File: src/rtl/alu_flag_pkg.sv
package alu_flag_pkg;
  localparam logic [3:0] OP_ADD  = 4'd0;
  localparam logic [3:0] OP_SUB  = 4'd1;
  localparam logic [3:0] OP_AND  = 4'd2;
  localparam logic [3:0] OP_OR   = 4'd3;
  localparam logic [3:0] OP_XOR  = 4'd4;
  localparam logic [3:0] OP_NOT  = 4'd5;
  localparam logic [3:0] OP_MOVT = 4'd6;
  localparam logic [3:0] OP_RRC  = 4'd7;
  localparam logic [3:0] OP_RLC  = 4'd8;

  typedef enum logic [2:0] {
    LG_AND, LG_OR, LG_XOR, LG_NOT, LG_PASS
  } logicSel_e;

  typedef struct packed {
    logic      load;
    logic      doArith;
    logic      doSub;
    logic      doLogic;
    logicSel_e logicSel;
    logic      doRotR;
    logic      doRotL;
    logic      updZ;
    logic      updDc;
    logic      updC;
  } aluStrobe_t;
endpackage

File: src/rtl/alu_flag_ctrl.sv
module alu_flag_ctrl
  import alu_flag_pkg::*;
(
  input  logic       inValid,
  input  logic [3:0] opCode,
  output aluStrobe_t strobe
);
  always_comb begin
    strobe          = '0;
    strobe.load     = inValid;
    strobe.logicSel = LG_PASS;
    unique case (opCode)
      OP_ADD, OP_SUB: begin
        strobe.doArith = 1'b1;
        strobe.doSub   = (opCode == OP_SUB);
        strobe.updZ    = 1'b1;
        strobe.updDc   = 1'b1;
        strobe.updC    = 1'b1;
      end
      OP_AND, OP_OR, OP_XOR, OP_NOT, OP_MOVT: begin
        strobe.doLogic = 1'b1;
        strobe.updZ    = 1'b1;
        case (opCode)
          OP_AND:  strobe.logicSel = LG_AND;
          OP_OR:   strobe.logicSel = LG_OR;
          OP_XOR:  strobe.logicSel = LG_XOR;
          OP_NOT:  strobe.logicSel = LG_NOT;
          default: strobe.logicSel = LG_PASS;
        endcase
      end
      OP_RRC: begin
        strobe.doRotR = 1'b1;
        strobe.updC   = 1'b1;
      end
      OP_RLC: begin
        strobe.doRotL = 1'b1;
        strobe.updC   = 1'b1;
      end
      default: ;
    endcase
  end
endmodule

File: src/rtl/alu_flag_dp.sv
module alu_flag_dp
  import alu_flag_pkg::*;
#(
  parameter int DATA_W = 8,
  parameter int NIB_W  = 4
) (
  input  logic              clk,
  input  logic              rst_n,
  input  aluStrobe_t        strobe,
  input  logic [DATA_W-1:0] opA,
  input  logic [DATA_W-1:0] opB,
  input  logic              carryIn,
  output logic              outValid,
  output logic [DATA_W-1:0] result,
  output logic              zeroFlag,
  output logic              digitCarry,
  output logic              carryFlag,
  output logic              zeroUpd,
  output logic              dcUpd,
  output logic              carryUpd
);
  localparam int SUM_W = DATA_W + 1;
  localparam int LOW_W = NIB_W + 1;

  logic [DATA_W-1:0] addend;
  logic [SUM_W-1:0]  fullSum;
  logic [LOW_W-1:0]  lowSum;
  logic [DATA_W-1:0] logicRes;
  logic [DATA_W-1:0] nextRes;
  logic              nextC, nextDc, nextZ;

  // subtract = A + ~B + 1, so the carries read as inverted borrows
  assign addend  = strobe.doSub ? ~opB : opB;
  assign fullSum = {1'b0, opA} + {1'b0, addend} + SUM_W'(strobe.doSub);
  assign lowSum  = {1'b0, opA[NIB_W-1:0]} + {1'b0, addend[NIB_W-1:0]}
                 + LOW_W'(strobe.doSub);

  always_comb begin
    unique case (strobe.logicSel)
      LG_AND:  logicRes = opA & opB;
      LG_OR:   logicRes = opA | opB;
      LG_XOR:  logicRes = opA ^ opB;
      LG_NOT:  logicRes = ~opA;
      default: logicRes = opA;
    endcase
  end

  always_comb begin
    nextRes = opA;
    nextC   = 1'b0;
    nextDc  = 1'b0;
    if (strobe.doArith) begin
      nextRes = fullSum[DATA_W-1:0];
      nextC   = fullSum[DATA_W];
      nextDc  = lowSum[NIB_W];
    end else if (strobe.doLogic) begin
      nextRes = logicRes;
    end else if (strobe.doRotR) begin
      nextRes = {carryIn, opA[DATA_W-1:1]};
      nextC   = opA[0];
    end else if (strobe.doRotL) begin
      nextRes = {opA[DATA_W-2:0], carryIn};
      nextC   = opA[DATA_W-1];
    end
    nextZ = strobe.updZ && (nextRes == '0);
  end

  always_ff @(posedge clk) begin
    if (!rst_n) begin
      outValid   <= 1'b0;
      result     <= '0;
      zeroFlag   <= 1'b0;
      digitCarry <= 1'b0;
      carryFlag  <= 1'b0;
      zeroUpd    <= 1'b0;
      dcUpd      <= 1'b0;
      carryUpd   <= 1'b0;
    end else begin
      outValid <= strobe.load;
      if (strobe.load) begin
        result     <= nextRes;
        zeroFlag   <= nextZ;
        digitCarry <= nextDc;
        carryFlag  <= nextC;
        zeroUpd    <= strobe.updZ;
        dcUpd      <= strobe.updDc;
        carryUpd   <= strobe.updC;
      end
    end
  end

  p_add_sum_r1: assert property (@(posedge clk) disable iff (!rst_n)
    (outValid && $past(strobe.doArith && !strobe.doSub))
      |-> ({carryFlag, result} == ({1'b0, $past(opA)} + {1'b0, $past(opB)})));

  p_logic_upd_r4: assert property (@(posedge clk) disable iff (!rst_n)
    (outValid && $past(strobe.doLogic)) |-> (zeroUpd && !dcUpd && !carryUpd));

  p_rotr_carry_r5: assert property (@(posedge clk) disable iff (!rst_n)
    (outValid && $past(strobe.doRotR))
      |-> (carryFlag == $past(opA[0]) && carryUpd && !zeroUpd && !dcUpd));

  p_sub_equal_r6: assert property (@(posedge clk) disable iff (!rst_n)
    (outValid && $past(strobe.doSub) && ($past(opA) == $past(opB)))
      |-> (result == '0 && zeroFlag && digitCarry && carryFlag));

  p_valid_lag_r7: assert property (@(posedge clk) disable iff (!rst_n)
    strobe.load |=> outValid);

  p_valid_idle_r7: assert property (@(posedge clk) disable iff (!rst_n)
    !strobe.load |=> !outValid);
endmodule

File: src/rtl/alu_flag_gen.sv
module alu_flag_gen
  import alu_flag_pkg::*;
#(
  parameter int DATA_W = 8,
  parameter int NIB_W  = 4
) (
  input  logic              clk,
  input  logic              rst_n,
  input  logic              inValid,
  input  logic [3:0]        opCode,
  input  logic [DATA_W-1:0] opA,
  input  logic [DATA_W-1:0] opB,
  input  logic              carryIn,
  output logic              outValid,
  output logic [DATA_W-1:0] result,
  output logic              zeroFlag,
  output logic              digitCarry,
  output logic              carryFlag,
  output logic              zeroUpd,
  output logic              dcUpd,
  output logic              carryUpd
);
  aluStrobe_t strobe;

  alu_flag_ctrl ctrl_i (
    .inValid (inValid),
    .opCode  (opCode),
    .strobe  (strobe)
  );

  alu_flag_dp #(.DATA_W(DATA_W), .NIB_W(NIB_W)) dp_i (
    .clk        (clk),
    .rst_n      (rst_n),
    .strobe     (strobe),
    .opA        (opA),
    .opB        (opB),
    .carryIn    (carryIn),
    .outValid   (outValid),
    .result     (result),
    .zeroFlag   (zeroFlag),
    .digitCarry (digitCarry),
    .carryFlag  (carryFlag),
    .zeroUpd    (zeroUpd),
    .dcUpd      (dcUpd),
    .carryUpd   (carryUpd)
  );

  p_rst_quiet_r8: assert property (@(posedge clk)
    !rst_n |=> (!outValid && result == '0 && !zeroUpd && !dcUpd && !carryUpd));
endmodule

File: config.mk
export PLATFORM = sky130hd
export DESIGN_NAME = alu_flag_gen
export DESIGN_NICKNAME = d
export VERILOG_FILES = /design/src/rtl/alu_flag_pkg.sv /design/src/rtl/alu_flag_ctrl.sv /design/src/rtl/alu_flag_dp.sv /design/src/rtl/alu_flag_gen.sv
export SDC_FILE = /design/constraint.sdc
export NUM_CORES = 1
export LEC_CHECK = 0
export BUFFER_PORTS_ARGS = -buffer_cell sky130_fd_sc_hd__buf_2
export CAP_MARGIN = 10
export CORE_MARGIN = 2
export CORE_UTILIZATION = 30
export CTS_BUF_LIST = sky130_fd_sc_hd__clkbuf_4 sky130_fd_sc_hd__clkbuf_8 sky130_fd_sc_hd__clkbuf_16
export DETAILED_ROUTE_END_ITERATION = 8
export GPL_ROUTABILITY_DRIVEN = 0
export PLACE_DENSITY_LB_ADDON = 0.25
export SLEW_MARGIN = 20
export SYNTH_ARGS = -nofsm -noshare
export SYNTH_HDL_FRONTEND = slang
export SYNTH_SLANG_ARGS = --single-unit
File: constraint.sdc
create_clock -name clk -period 3.6 [get_ports clk]
set_clock_uncertainty 0.1 [all_clocks]
set_input_delay 0.18 -clock clk [delete_from_list [all_inputs] [get_ports clk]]
set_output_delay 0.18 -clock clk [all_outputs]
set_load 0.005 [all_outputs]
==> impl_metrics.toml, run 1 <==
[status]
status = "completed"

[logic_synthesis]
synth_area_leaders = "dfxtp_1 (15%), ha_1 (15%), a21oi_1 (5.3%)"
postSynthRegisterBits = 15
postSynthNetCount = 311
synthArstFlopShare = 0
netlist_instances = 263
synth.cell_area_sq_um = 1970
synth_seq_area_share = 0.153
synth_enable_flop_cells = 0
netlist.top_cell.by_area = "dfxtp_1"
synth_ff_type = "dfxtp_1"
post_synth_num_cell_types = 53
synthDominantCellAreaShare = 0.153
syn-mean-instance-area_sq_um = 7.48
yosys_warnings = 0

[worst_setup_path]
worstSetupStartpointType = "input port"
worst_path_most_repeated_cell = "xnor2_1"
worst_ep_arrival_time_ns = 3.30
crit_fanout = 21
count_of_cells_along_the_worst_register_to_register_path = 2
critical_path.slowest_cell = "or4b_1"
cp_num_cells = 11
crit_type = "in -> reg"
worstPathCellList = "buf_2, or4b_1, xnor2_1, ha_1, a31o_2, a21oi_1, a31oi_2, xnor2_1, a2bb2oi_2, nor4b_2, a31o_1"
setup.worst_path.end_class = "flop"
timing.critical_path.max_delay_family = "simple AND/OR/NAND/NOR gates"
worstPathBufferInverterCount = 1
critPathMaxStageDelay_ns = 0.79
crit_required_ns = 3.70

[clock_tree]
cts_sinks = 15
postCtsResizedCells = 0
holdBufCountCts = 0
cts_tree = "yes"
clkTransAtPathRegs_ns = 0.06
cts_made_buffers = 3
cts_max_level = 1
cts-root-to-sink-buffers = 2
clk_latency_ns = 0.25
cts.repair_timing.setup_buffer_count = 0
clockRootBuffer = "clkbuf_8"

[timing]
final_slew_viol_count = 0
rsz0062_at_grt = "no"
worst_pin_slew_ns = 0.814
timing.final.setup_violations = 0
fin_crit_ns = 3.20
final.hold.worst_slack_ns = 0.191
final-hold-violation-count = 0
timing.slew.headroom = 0.451
max_freq_mhz = 312
fin_setup_tns_ns = 0
layout_worst_path_cycle_share = 0.890
final.setup.worst_slack_ns = 0.395

[job]
max-cap-violations = 0

[worst_hold_path]
hold_crit_class = "in -> reg"
hold_path_depth = 3

[cells_and_area]
multi_input_area_sq_um = 1510
post_layout_util = 0.356
drive_above_1_share = 0.203
fin_area_sq_um = 2260
stdcell_count = 368
n_fill_cell = 672
area_delta_synth_final_pct = 14.9
antennaDiodeCount = 0
final-seq-area_sq_um = 300
finalNetCount = 340

[power]
vdd_drop_max_mv = 0.214
power_density_nw_per_um2 = 249
leakagePower_nw = 1.03
post-layout-total-power_mw = 0.563

[floorplan]
floorplan.io_pins = 39
die-area_sq_um = 7220
core_sq_um = 6350
floorplan.initialDensity = 0.310
fp-row-count = 29
x_dimension_of_the_die_um = 85.0
dieHeight_um = 85.0

[grt]
antenna_violations_before_repair = 0
grt_start_max_net_pins = 43
gr-usage-all-layers = 0.147
first_global_vias = 1764
grt_pass1_wl_um = 8740
globalRoute.totalOverflow = 0

[detailed_routing]
antenna_left = 0
drc_errors = 0
drt_first_iter_violations = 160
routed.top_layer = "met4"
avgRoutedWirePerCell_um = 14.6
drtPass1Iterations = 4
met3RoutedLength_um = 285
avg_vias_per_cell = 5.29
postRouteWirelength_um = 5370
met2_wirelength_um = 2520
dr_total_vias = 1946
met1Wirelength_um = 2480

[placement]
portBuffers = 38
place.detailed.hpwl_um = 4050
placed_cells = 364
dpl-instance-area_sq_um = 2210
placement.setup.worst_slack_ns = 0.160
[state kept, by name, indices dropped and copies added, names as in the netlist]
register         flops
dp_i.zeroFlag        1
dp_i.result          8
dp_i.digitCarry      1
dp_i.zeroUpd         1
dp_i.outValid        1
dp_i.dcUpd           1
dp_i.carryFlag       1
dp_i.carryUpd        1
[final timing paths]
path                                                   from                           to  slack [ns]
worst max register to register   dp_i.zeroFlag$_SDFFE_PN0P_   dp_i.zeroFlag$_SDFFE_PN0P_        2.75
worst min-delay path                                  rst_n  dp_i.result[3]$_SDFFE_PN0P_        0.19
worst max-delay path                              opCode[1]   dp_i.zeroFlag$_SDFFE_PN0P_        0.40
worst min register to register  dp_i.result[2]$_SDFFE_PN0P_  dp_i.result[2]$_SDFFE_PN0P_        0.38
[report_power, final]
| part | switching [mW] | total (mW) | internal [mW] |
|---|---|---|---|
| clock network | 0.0568 | 0.143 | 0.0859 |
| logic | 0.135 | 0.238 | 0.103 |
| registers | 0.00500 | 0.182 | 0.177 |
| total | 0.197 | 0.563 | 0.366 |
[cells in the mapped netlist (2+ instances only)]
library cell / instances
and2_1: 4
nor3b_1: 2
a21boi_0: 3
o21a_1: 2
mux2i_1: 9
o211ai_1: 2
nand2b_1: 7
a31oi_1: 3
o22ai_1: 5
nor2_1: 12
ha_1: 23
nor3_1: 4
nor4b_2: 2
or3b_2: 3
o21ai_0: 21
xnor2_1: 10
and3b_1: 2
nand4_1: 2
a21oi_1: 21
a22oi_1: 5
o221ai_1: 2
clkbuf_1: 18
dfxtp_1: 15
nor2b_1: 8
nand3_1: 4
nand3b_1: 3
inv_1: 21
a211oi_1: 6
a221oi_1: 2
nand2_1: 18
a31o_2: 2
[metal layers]
metal  track usage  vias to the layer above
met1         0.202                      886
met4        0.0332                        0
li1              -                     1001
met5             0                        -
met3        0.0253                        6
met2         0.242                       53
[placed cells by master (no fill, tap or decap), drive strengths merged, types with 5 or more instances in the layout]
cell	synthesis	layout
o21ai	22	22
a22oi	5	5
inv	21	21
nand2b	7	7
xnor2	10	10
ha	23	23
dfxtp	15	15
buf	1	43
a21oi	21	21
a211oi	6	6
nor2	12	12
o22ai	5	5
nand2	18	18
mux2i	9	9
nor2b	8	8
[final cells by class]
type / instances / area share
clock buffer: 4 / 0.0216
multi-input combinational: 208 / 0.667
inverter: 21 / 0.0349
timing repair buffer: 43 / 0.101
tap: 77 / 0.0426
sequential: 15 / 0.133
[worst register-to-register path: stages, from the launching register on]
cell,delay (ns)
dfxtp_1,0.31
and3b_1,0.17
a31o_1,0.17
[cells by family (layout without fill, tap and decap cells)]
family	Yosys count	in the layout	synth area share
AO/OA/AOI/OAI	84	84	0.276
AND/OR/NAND/NOR	80	80	0.240
buffers and inverters	40	68	0.0802
adder cells (fa/ha/maj)	24	24	0.156
flip-flops	15	15	0.153
XOR/XNOR	11	11	0.0490
multiplexers	9	9	0.0458
(Power assumes the default switching activity.)
==> run 2: changes to the inputs <==
CORE_MARGIN = not set   (was 2)
clock period = 3.4 ns   (was 3.6 ns; I/O delays follow)
==> impl_metrics.toml, run 2 (synthesized netlist as in run 1, its figures left out) <==
[floorplan]
die-area_sq_um = 6880
fp-row-count = 29
floorplan.io_pins = 39
x_dimension_of_the_die_um = 83.0
floorplan.initialDensity = 0.310
core_sq_um = 6350
dieHeight_um = 83.0

[clock_tree]
postCtsResizedCells = 0
cts-root-to-sink-buffers = 2
cts_max_level = 1
cts_tree = "yes"
cts.repair_timing.setup_buffer_count = 0
clockRootBuffer = "clkbuf_8"
cts_made_buffers = 3
cts_sinks = 15
clk_latency_ns = 0.25
holdBufCountCts = 0
clkTransAtPathRegs_ns = 0.06

[detailed_routing]
antenna_left = 0
avgRoutedWirePerCell_um = 14.1
drt_first_iter_violations = 153
dr_total_vias = 1945
drc_errors = 0
drtPass1Iterations = 6
postRouteWirelength_um = 5210
avg_vias_per_cell = 5.27

[worst_setup_path]
worstPathBufferInverterCount = 1
crit_required_ns = 3.49
worst_ep_arrival_time_ns = 3.13
worstSetupStartpointType = "input port"
crit_type = "in -> reg"
worstPathCellList = "buf_2, or4b_1, xnor2_1, ha_1, a31o_2, a21oi_1, a31oi_2, xnor2_1, a2bb2oi_2, nor4b_2, a31o_1"
crit_fanout = 9
timing.critical_path.max_delay_family = "simple AND/OR/NAND/NOR gates"
setup.worst_path.end_class = "flop"
critical_path.slowest_cell = "or4b_1"
worst_path_most_repeated_cell = "xnor2_1"
critPathMaxStageDelay_ns = 0.78

[timing]
layout_worst_path_cycle_share = 0.893
fin_setup_tns_ns = 0
max_freq_mhz = 329
timing.slew.headroom = 0.543
final_slew_viol_count = 0
final-hold-violation-count = 0
rsz0062_at_grt = "no"
timing.final.setup_violations = 0
fin_crit_ns = 3.04
worst_pin_slew_ns = 0.676

[power]
vdd_drop_max_mv = 0.182
p_seq_frac = 0.324
p_comb_frac = 0.424
power_density_nw_per_um2 = 262
leakagePower_nw = 1.03
switching_share = 0.348
pwr-share-clk = 0.252
power_report.internal_total_mw = 0.388
switching_power_mw = 0.207

[cells_and_area]
area_delta_synth_final_pct = 15.3
layout_commonest_cell = "buf_2"
antennaDiodeCount = 0
registers.top_by_ff_count = "dp_i.result"
stdcell_count = 369
largest_register_ffs = 8
final_cell_mix = "buf_2 (38), ha_1 (23), inv_1 (21), o21ai_0 (21), a21oi_1 (21)"
drive_above_1_share = 0.205
finalNetCount = 341

[grt]
grt_pass1_wl_um = 8900
globalRoute.totalOverflow = 0
first_global_vias = 1775
antenna_violations_before_repair = 0
grt_start_max_net_pins = 43
gr-usage-all-layers = 0.155

[placement]
portBuffers = 38
placed_cells = 365
place.detailed.hpwl_um = 4000

[worst_hold_path]
hold_crit_class = "in -> reg"

[job]
max-cap-violations = 0

[status]
status = "completed"
run 2: cell types whose count changed in the layout (fill, tap and decap cells not counted):
cell   previous run  this run
buf_4             5         6
run 2: path summary, 6_finish.rpt:
kind / startpoint / to / slack (ns) / cells past startpoint
hold / removal: rst_n / dp_i.result[1]$_SDFFE_PN0P_ / 0.19 / 3
setup reg to reg: dp_i.zeroFlag$_SDFFE_PN0P_ / dp_i.zeroFlag$_SDFFE_PN0P_ / 2.54 / 2
hold reg to reg: dp_i.digitCarry$_SDFFE_PN0P_ / dp_i.digitCarry$_SDFFE_PN0P_ / 0.38 / 2
setup / recovery: opCode[2] / dp_i.zeroFlag$_SDFFE_PN0P_ / 0.36 / 11
run 2: worst min-delay path, stage by stage:
cell	delay [ns]
buf_2	0.18
o21ai_0	0.10
nor2_1	0.04
run 2: stage by stage:
stage / power [mW] / util / area [sq um] / worst slack, ns / hold WS [ns]
6_report: 0.595 / 0.357 / 2270 / 0.364 / 0.192
5_1_grt: 0.646 / 0.357 / 2270 / 0.0866 / 0.203
4_1_cts: 0.602 / 0.357 / 2270 / 0.336 / 0.194
3_5_place_dp: 0.450 / 0.350 / 2220 / 0.0848 / 0.378
3_3_place_gp: 0.448 / 0.350 / 2220 / 0.188 / 0.368
2_1_floorplan: 0.371 / - / 1970 / 0.585 / 0.208
run 2: area by class of cell:
cell class / count / area, sq um
timing repair buffer: 44 / 235
sequential: 15 / 300
tap: 77 / 96.3
multi-input combinational: 208 / 1510
inverter: 21 / 78.8
fill: 653 / 4080
clock buffer: 4 / 48.8
run 2: power by group through the flow:
stage	clock network, mW	registers, mW	logic [mW]
detailed placement	0	0.197	0.253
global placement	0	0.197	0.251
CTS	0.155	0.193	0.254
finish	0.150	0.193	0.252
floorplan	0	0.198	0.173
global route	0.166	0.194	0.285
run 2: layer usage:
metal	vias up	global-route usage	routed length, um
li1	999	-	-
met1	912	0.209	2530
met2	31	0.268	2530
met3	3	0.0239	137
met4	0	0.0188	11
met5	-	0	0
